$ cat src/rtl/seu_inj_pkg.sv
package seu_inj_pkg;
  localparam int unsigned REC_BYTES = 4;

  // emission / capture order, the sink decodes bytes by position
  typedef enum logic [1:0] {
    FLD_LAYER = 2'd0,
    FLD_COL   = 2'd1,
    FLD_ROW   = 2'd2,
    FLD_DATA  = 2'd3
  } fld_e;
endpackage

$ cat src/rtl/rec_capture.sv
module rec_capture
  import seu_inj_pkg::*;
#(
  parameter int unsigned BYTE_W = 8,
  localparam int unsigned REC_W = REC_BYTES * BYTE_W
) (
  input  logic              clk_i,
  input  logic              rst_ni,
  input  logic              valid_i,
  input  logic              ready_i,
  input  logic [BYTE_W-1:0] byte_i,
  output logic [REC_W-1:0]  rec_o,
  output logic              loaded_o
);
  localparam int unsigned HEAD_W = (REC_BYTES - 1) * BYTE_W;

  logic [1:0]        cnt_q;
  logic [HEAD_W-1:0] head_q;
  logic [REC_W-1:0]  rec_q;
  logic              loaded_q;
  logic              take;

  assign take = valid_i & ready_i;

  always_ff @(posedge clk_i or negedge rst_ni) begin
    if (!rst_ni) begin
      cnt_q    <= '0;
      head_q   <= '0;
      rec_q    <= '0;
      loaded_q <= 1'b0;
    end else if (take) begin
      if (cnt_q == FLD_DATA) begin
        // commit only when the record is whole
        rec_q    <= {head_q, byte_i};
        loaded_q <= 1'b1;
        cnt_q    <= '0;
      end else begin
        head_q <= {head_q[HEAD_W-BYTE_W-1:0], byte_i};
        cnt_q  <= cnt_q + 2'd1;
      end
    end
  end

  assign rec_o    = rec_q;
  assign loaded_o = loaded_q;
endmodule

$ cat src/rtl/bit_flip.sv
module bit_flip #(
  parameter int unsigned BYTE_W     = 8,
  parameter int unsigned VALID_BITS = 6,
  parameter int unsigned IDX_W      = 3
) (
  input  logic [BYTE_W-1:0] d_i,
  input  logic [IDX_W-1:0]  idx_i,
  output logic [BYTE_W-1:0] d_o,
  output logic              idx_ok_o
);
  assign idx_ok_o = (32'(idx_i) < VALID_BITS);

  for (genvar b = 0; b < BYTE_W; b++) begin : g_bit
    if (b < VALID_BITS) begin : g_flip
      assign d_o[b] = d_i[b] ^ (idx_i == IDX_W'(b));
    end else begin : g_keep
      assign d_o[b] = d_i[b];
    end
  end
endmodule

$ cat src/rtl/rec_emitter.sv
module rec_emitter
  import seu_inj_pkg::*;
#(
  parameter int unsigned BYTE_W = 8,
  localparam int unsigned REC_W = REC_BYTES * BYTE_W
) (
  input  logic              clk_i,
  input  logic              rst_ni,
  input  logic              load_i,
  input  logic [REC_W-1:0]  rec_i,
  input  logic              ready_i,
  output logic              valid_o,
  output logic [BYTE_W-1:0] byte_o
);
  logic             active_q;
  logic [1:0]       pos_q;
  logic [REC_W-1:0] rec_q;

  always_ff @(posedge clk_i or negedge rst_ni) begin
    if (!rst_ni) begin
      active_q <= 1'b0;
      pos_q    <= '0;
      rec_q    <= '0;
    end else if (load_i) begin
      active_q <= 1'b1;
      pos_q    <= '0;
      rec_q    <= rec_i;
    end else if (active_q && ready_i) begin
      if (pos_q == FLD_DATA) active_q <= 1'b0;
      pos_q <= pos_q + 2'd1;
    end
  end

  assign valid_o = active_q;
  assign byte_o  = rec_q[(REC_BYTES - 1 - int'(pos_q)) * BYTE_W +: BYTE_W];

  a_r4_hold_byte: assert property (@(posedge clk_i) disable iff (!rst_ni)
    (valid_o && !ready_i) |=> (valid_o && $stable(byte_o)));

  a_r5_no_reload: assert property (@(posedge clk_i) disable iff (!rst_ni)
    load_i |-> !active_q);
endmodule

$ cat src/rtl/seu_bit_injector.sv
module seu_bit_injector
  import seu_inj_pkg::*;
#(
  parameter int unsigned BYTE_W     = 8,
  parameter int unsigned VALID_BITS = 6,
  parameter int unsigned IDX_W      = $clog2(BYTE_W)
) (
  input  logic              clk_i,
  input  logic              rst_ni,
  input  logic              in_valid_i,
  output logic              in_ready_o,
  input  logic [BYTE_W-1:0] in_byte_i,
  input  logic              cmd_inject_i,
  input  logic              cmd_restore_i,
  input  logic [IDX_W-1:0]  cmd_bit_i,
  output logic              out_valid_o,
  input  logic              out_ready_i,
  output logic [BYTE_W-1:0] out_byte_o,
  output logic              busy_o,
  output logic              err_o
);
  localparam int unsigned REC_W = REC_BYTES * BYTE_W;

  logic [REC_W-1:0]  tgt_rec, saved_q, load_rec;
  logic [BYTE_W-1:0] flip_d;
  logic              loaded, idx_ok;
  logic              armed_q, err_q;
  logic              inj_req, rst_req, inj_bad, rst_bad, inj_go, rst_go;

  rec_capture #(.BYTE_W(BYTE_W)) cap_i (
    .clk_i    (clk_i),
    .rst_ni   (rst_ni),
    .valid_i  (in_valid_i),
    .ready_i  (in_ready_o),
    .byte_i   (in_byte_i),
    .rec_o    (tgt_rec),
    .loaded_o (loaded)
  );

  bit_flip #(.BYTE_W(BYTE_W), .VALID_BITS(VALID_BITS), .IDX_W(IDX_W)) flip_i (
    .d_i      (tgt_rec[BYTE_W-1:0]),
    .idx_i    (cmd_bit_i),
    .d_o      (flip_d),
    .idx_ok_o (idx_ok)
  );

  // busy blocks commands silently; inject outranks restore
  always_comb begin
    inj_req  = cmd_inject_i & ~busy_o;
    rst_req  = cmd_restore_i & ~busy_o & ~cmd_inject_i;
    inj_bad  = inj_req & (~loaded | armed_q | ~idx_ok);
    inj_go   = inj_req & ~inj_bad;
    rst_bad  = rst_req & ~armed_q;
    rst_go   = rst_req & armed_q;
    load_rec = inj_go ? {tgt_rec[REC_W-1:BYTE_W], flip_d} : saved_q;
  end

  always_ff @(posedge clk_i or negedge rst_ni) begin
    if (!rst_ni) begin
      armed_q <= 1'b0;
      saved_q <= '0;
      err_q   <= 1'b0;
    end else begin
      err_q <= inj_bad | rst_bad;
      if (inj_go) begin
        armed_q <= 1'b1;
        saved_q <= tgt_rec;
      end else if (rst_go) begin
        armed_q <= 1'b0;
      end
    end
  end

  rec_emitter #(.BYTE_W(BYTE_W)) emit_i (
    .clk_i   (clk_i),
    .rst_ni  (rst_ni),
    .load_i  (inj_go | rst_go),
    .rec_i   (load_rec),
    .ready_i (out_ready_i),
    .valid_o (out_valid_o),
    .byte_o  (out_byte_o)
  );

  assign busy_o     = out_valid_o;
  assign in_ready_o = ~busy_o & ~armed_q;
  assign err_o      = err_q;

  a_r3_one_bit: assert property (@(posedge clk_i) disable iff (!rst_ni)
    inj_go |-> ($countones(flip_d ^ tgt_rec[BYTE_W-1:0]) == 1));

  a_r6_err_quiet: assert property (@(posedge clk_i) disable iff (!rst_ni)
    err_o |-> !out_valid_o);

  a_r7_restore_emits: assert property (@(posedge clk_i) disable iff (!rst_ni)
    $fell(armed_q) |-> out_valid_o);

  a_r8_locked: assert property (@(posedge clk_i) disable iff (!rst_ni)
    armed_q |-> !in_ready_o);
endmodule

$ cat config.mk
export PLATFORM = sky130hd
export DESIGN_NAME = seu_bit_injector
export DESIGN_NICKNAME = d
export VERILOG_FILES = /design/src/rtl/seu_inj_pkg.sv /design/src/rtl/rec_capture.sv /design/src/rtl/bit_flip.sv /design/src/rtl/rec_emitter.sv /design/src/rtl/seu_bit_injector.sv
export SDC_FILE = /design/constraint.sdc
export NUM_CORES = 1
export LEC_CHECK = 0
export ABC_AREA = 1
export BUFFER_PORTS_ARGS = -buffer_cell sky130_fd_sc_hd__buf_2
export CAP_MARGIN = 20
export CORE_UTILIZATION = 50
export DETAILED_ROUTE_END_ITERATION = 8
export PLACE_DENSITY = 0.7
export SLEW_MARGIN = 10
export SYNTH_ARGS = -nofsm -noshare
export SYNTH_HDL_FRONTEND = slang
export SYNTH_SLANG_ARGS = --single-unit
$ cat constraint.sdc
create_clock -name clk_i -period 1.63 [get_ports clk_i]
set_clock_uncertainty 0.15 [all_clocks]
set_input_delay 0.2445 -clock clk_i [delete_from_list [all_inputs] [get_ports clk_i]]
set_output_delay 0.2445 -clock clk_i [all_outputs]
set_load 0.05 [all_outputs]
==> flow_summary.yaml <==
floorplan:
  rows: 38
  ioPinCount: 29
  initial_core_util_pct: 51.8
  dieHeight_um: 108
  dieArea_mm2: 0.0118
  core-area_mm2: 0.0109
  die_w_um: 108
sta:
  min_period_over_period_pct: 117
  setup_slack_ns: -0.276
  worst_slew_pin_slew_ns: 0.518
  finalSetupViolations: 105
  slew_headroom_pct: 65.4
  rsz0062_at_grt: "yes"
  slew_violations: 0
  layout_min_cycle_time_ns: 1.91
  hold_violations: 0
  fmax_mhz: 525
cts:
  cts.sinks: 128
  cts_max_path_buffers: 2
  path_clk_slew_ns: 0.05
  tritoncts: "built"
  cts-root-buf: "clkbuf_16"
  clk_latency_ns: 0.43
  cts_made_buffers: 17
  htreeDepth: 4
job:
  cap_violations: 0
global_routing:
  grt_pass1_vias: 4256
  grt_util_all_layers_pct: 23.4
  grt_pass1_wl_mm: 20.6
  grt_antenna_before_repair: 0
  grt_max_degree: 67
  grt.overflow.total: 0
status:
  violations: "negative setup slack"
  status: "finished with violations"
drt:
  drt_wl_total_mm: 19.0
  drc: 0
  num_vias: 5231
  detail-route-antenna-nets: 0
  dr.pass1.iters: 5
  drt-initial-drc-count: 406
  viasPerCell: 5.88
  wl_per_cell_um: 21.4
critical_path:
  critPathCaptureType: "primary output"
  crit_required_ns: 1.24
  cp_data_arrival_time_ns: 1.51
  cp_max_fo: 12
  crit_type: "flip-flop to primary output"
  start_kind: "flip-flop"
final_layout:
  final_cell_mix: "125 x dfrtp_1, 100 x nand2_1, 90 x inv_1"
  final_common_cell: "dfrtp_1"
  postLayoutCoreUtil_pct: 79.9
  antenna_cells: 0
  layout-drive-gt1-share_pct: 46.9
  nets: 760
  layout.cells.non_filler: 889
  area_growth_pct: 54.4
placement:
  hpwlAfterDp_mm: 8.01
  placed_cells: 817
  gp_congestion: 0.810
  io_buffer_count: 28
power:
  intPower_w: 0.0102
  leakagePower_nw: 3.95
  peakVddDrop_uv: 1740
  total_power_w: 0.0177
  p_sw_w: 0.00751
  power_density_mw_per_mm2: 2030
  comb_power_share_pct: 47.9
  swShare_pct: 42.4
  power_frac_clock_pct: 19.7
  pwr-share-seq_pct: 32.4
yosys:
  syn-num-nets: 679
  synth.area.top_cells: "dfrtp_1 57%, nand2_1 11%, nand3_1 7.0%"
  synth_cell_type_count: 24
  yosysSeqAreaShare_pct: 56.6
  synth_top_area_cell: "dfrtp_1"
  synthCells: 660
  synth_top_area_share_pct: 56.6
  syn_avg_cell_area_um2: 8.58
  yosys_warnings: 0
  ys_ff_latch: 128
  netlist_area_mm2: 0.00566
hold_path:
  min-delay-path-class: "input pin to flip-flop"
-- critical path, cell delays in order, from the launching register on --
cell     delay, ns
dfrtp_2       0.47
buf_12        0.18
o21ai_2       0.17
o22ai_4       0.08
buf_4         0.19
-- synth_stat cells, drive strengths merged --
master  instances
or2             1
o21ai          72
nor3            1
a21oi           9
o22ai           9
inv            95
nand2         167
and2           26
nand3          80
clkbuf         11
dfrtp         128
buf            21
ha              2
nand4           5
nor2           33
-- cells by family after synthesis --
logic type	count (synthesis)	synth area share [%]
buf+inv	127	9.57
compound gates	90	8.49
simple gates	313	24.9
flops	128	56.6
fa+ha+maj	2	0.442
-- state kept, by name, indices dropped and copies added (netlist names), 2 cells and up --
register	count
cap_i.head_q	24
saved_q	32
emit_i.pos_q	2
emit_i.rec_q	32
cap_i.rec_o	32
cap_i.cnt_q	2
-- metrics by stage --
step / TNS [ns] / setup WS [ns] / hold WS, ns / area [µm²]
finish: -11.24 / -0.276 / 0.00234 / 8740
global route: -16.81 / -0.324 / 0.0147 / 8740
CTS: -2.27 / -0.286 / 0.00684 / 7000
detailed placement: -0.708 / -0.0698 / 0.155 / 6130
global placement: -0.144 / -0.0155 / 0.154 / 6130
floorplan: -10.79 / -0.280 / -0.201 / 5780
-- power groups by stage --
| stage | Combinational, W | Sequential, W | Clock, W |
|---|---|---|---|
| floorplan | 0.00393 | 0.00519 | 0 |
| finish | 0.00849 | 0.00573 | 0.00349 |
| CTS | 0.00570 | 0.00535 | 0.00340 |
| global route | 0.00903 | 0.00583 | 0.00361 |
| global placement | 0.00486 | 0.00528 | 0 |
| detailed placement | 0.00502 | 0.00534 | 0 |
-- layout make-up --
class	instances	area, µm²
Sequential cell	128	3210
Multi-Input combinational cell	409	3290
Clock buffer	25	475
Tap cell	140	175
Inverter	95	374
Fill cell	556	2190
Timing Repair Buffer	89	1180
Timing Repair inverter	1	6.26
Clock inverter	2	35.0
-- path summary, 6_finish.rpt --
check | from | endpoint | slack [ns] | depth (start not counted)
setup / recovery | emit_i.pos_q[0] | out_byte_o[3] | -0.28 | 4
hold / removal | in_byte_i[0] | cap_i.head_q[0] | 0.002 | 3
setup reg to reg | armed_q | cap_i.rec_o[27] | -0.20 | 7
hold reg to reg | cap_i.head_q[6] | cap_i.head_q[6] | 0.33 | 2
max in group asynchronous | rst_ni | cap_i.rec_o[13] | 0.63 | 3
min in group asynchronous | rst_ni | saved_q[15] | 0.25 | 3
-- per-layer routing --
metal | GRT usage [%] | wire length, µm | vias to the layer above | share of wire [%]
li1 | - | - | 2257 | -
met1 | 33.5 | 7190 | 2638 | 38
met2 | 34.0 | 9850 | 262 | 52
met3 | 5.55 | 1270 | 74 | 6.7
met4 | 9.85 | 709 | 0 | 3.7
met5 | 0 | 0 | - | 0
-- repair_timing --
item / 4_1_cts / 5_1_grt
setup buffers: 4 / 9
hold buffers: 10 / 0
resized for setup: 66 / 337
cloned: 3 / 22
endpoints found under the hold margin: 145 / 0
endpoints found under the setup margin: 47 / 125
pin swaps: 4 / 86
Power figures use the tool's default switching activity.
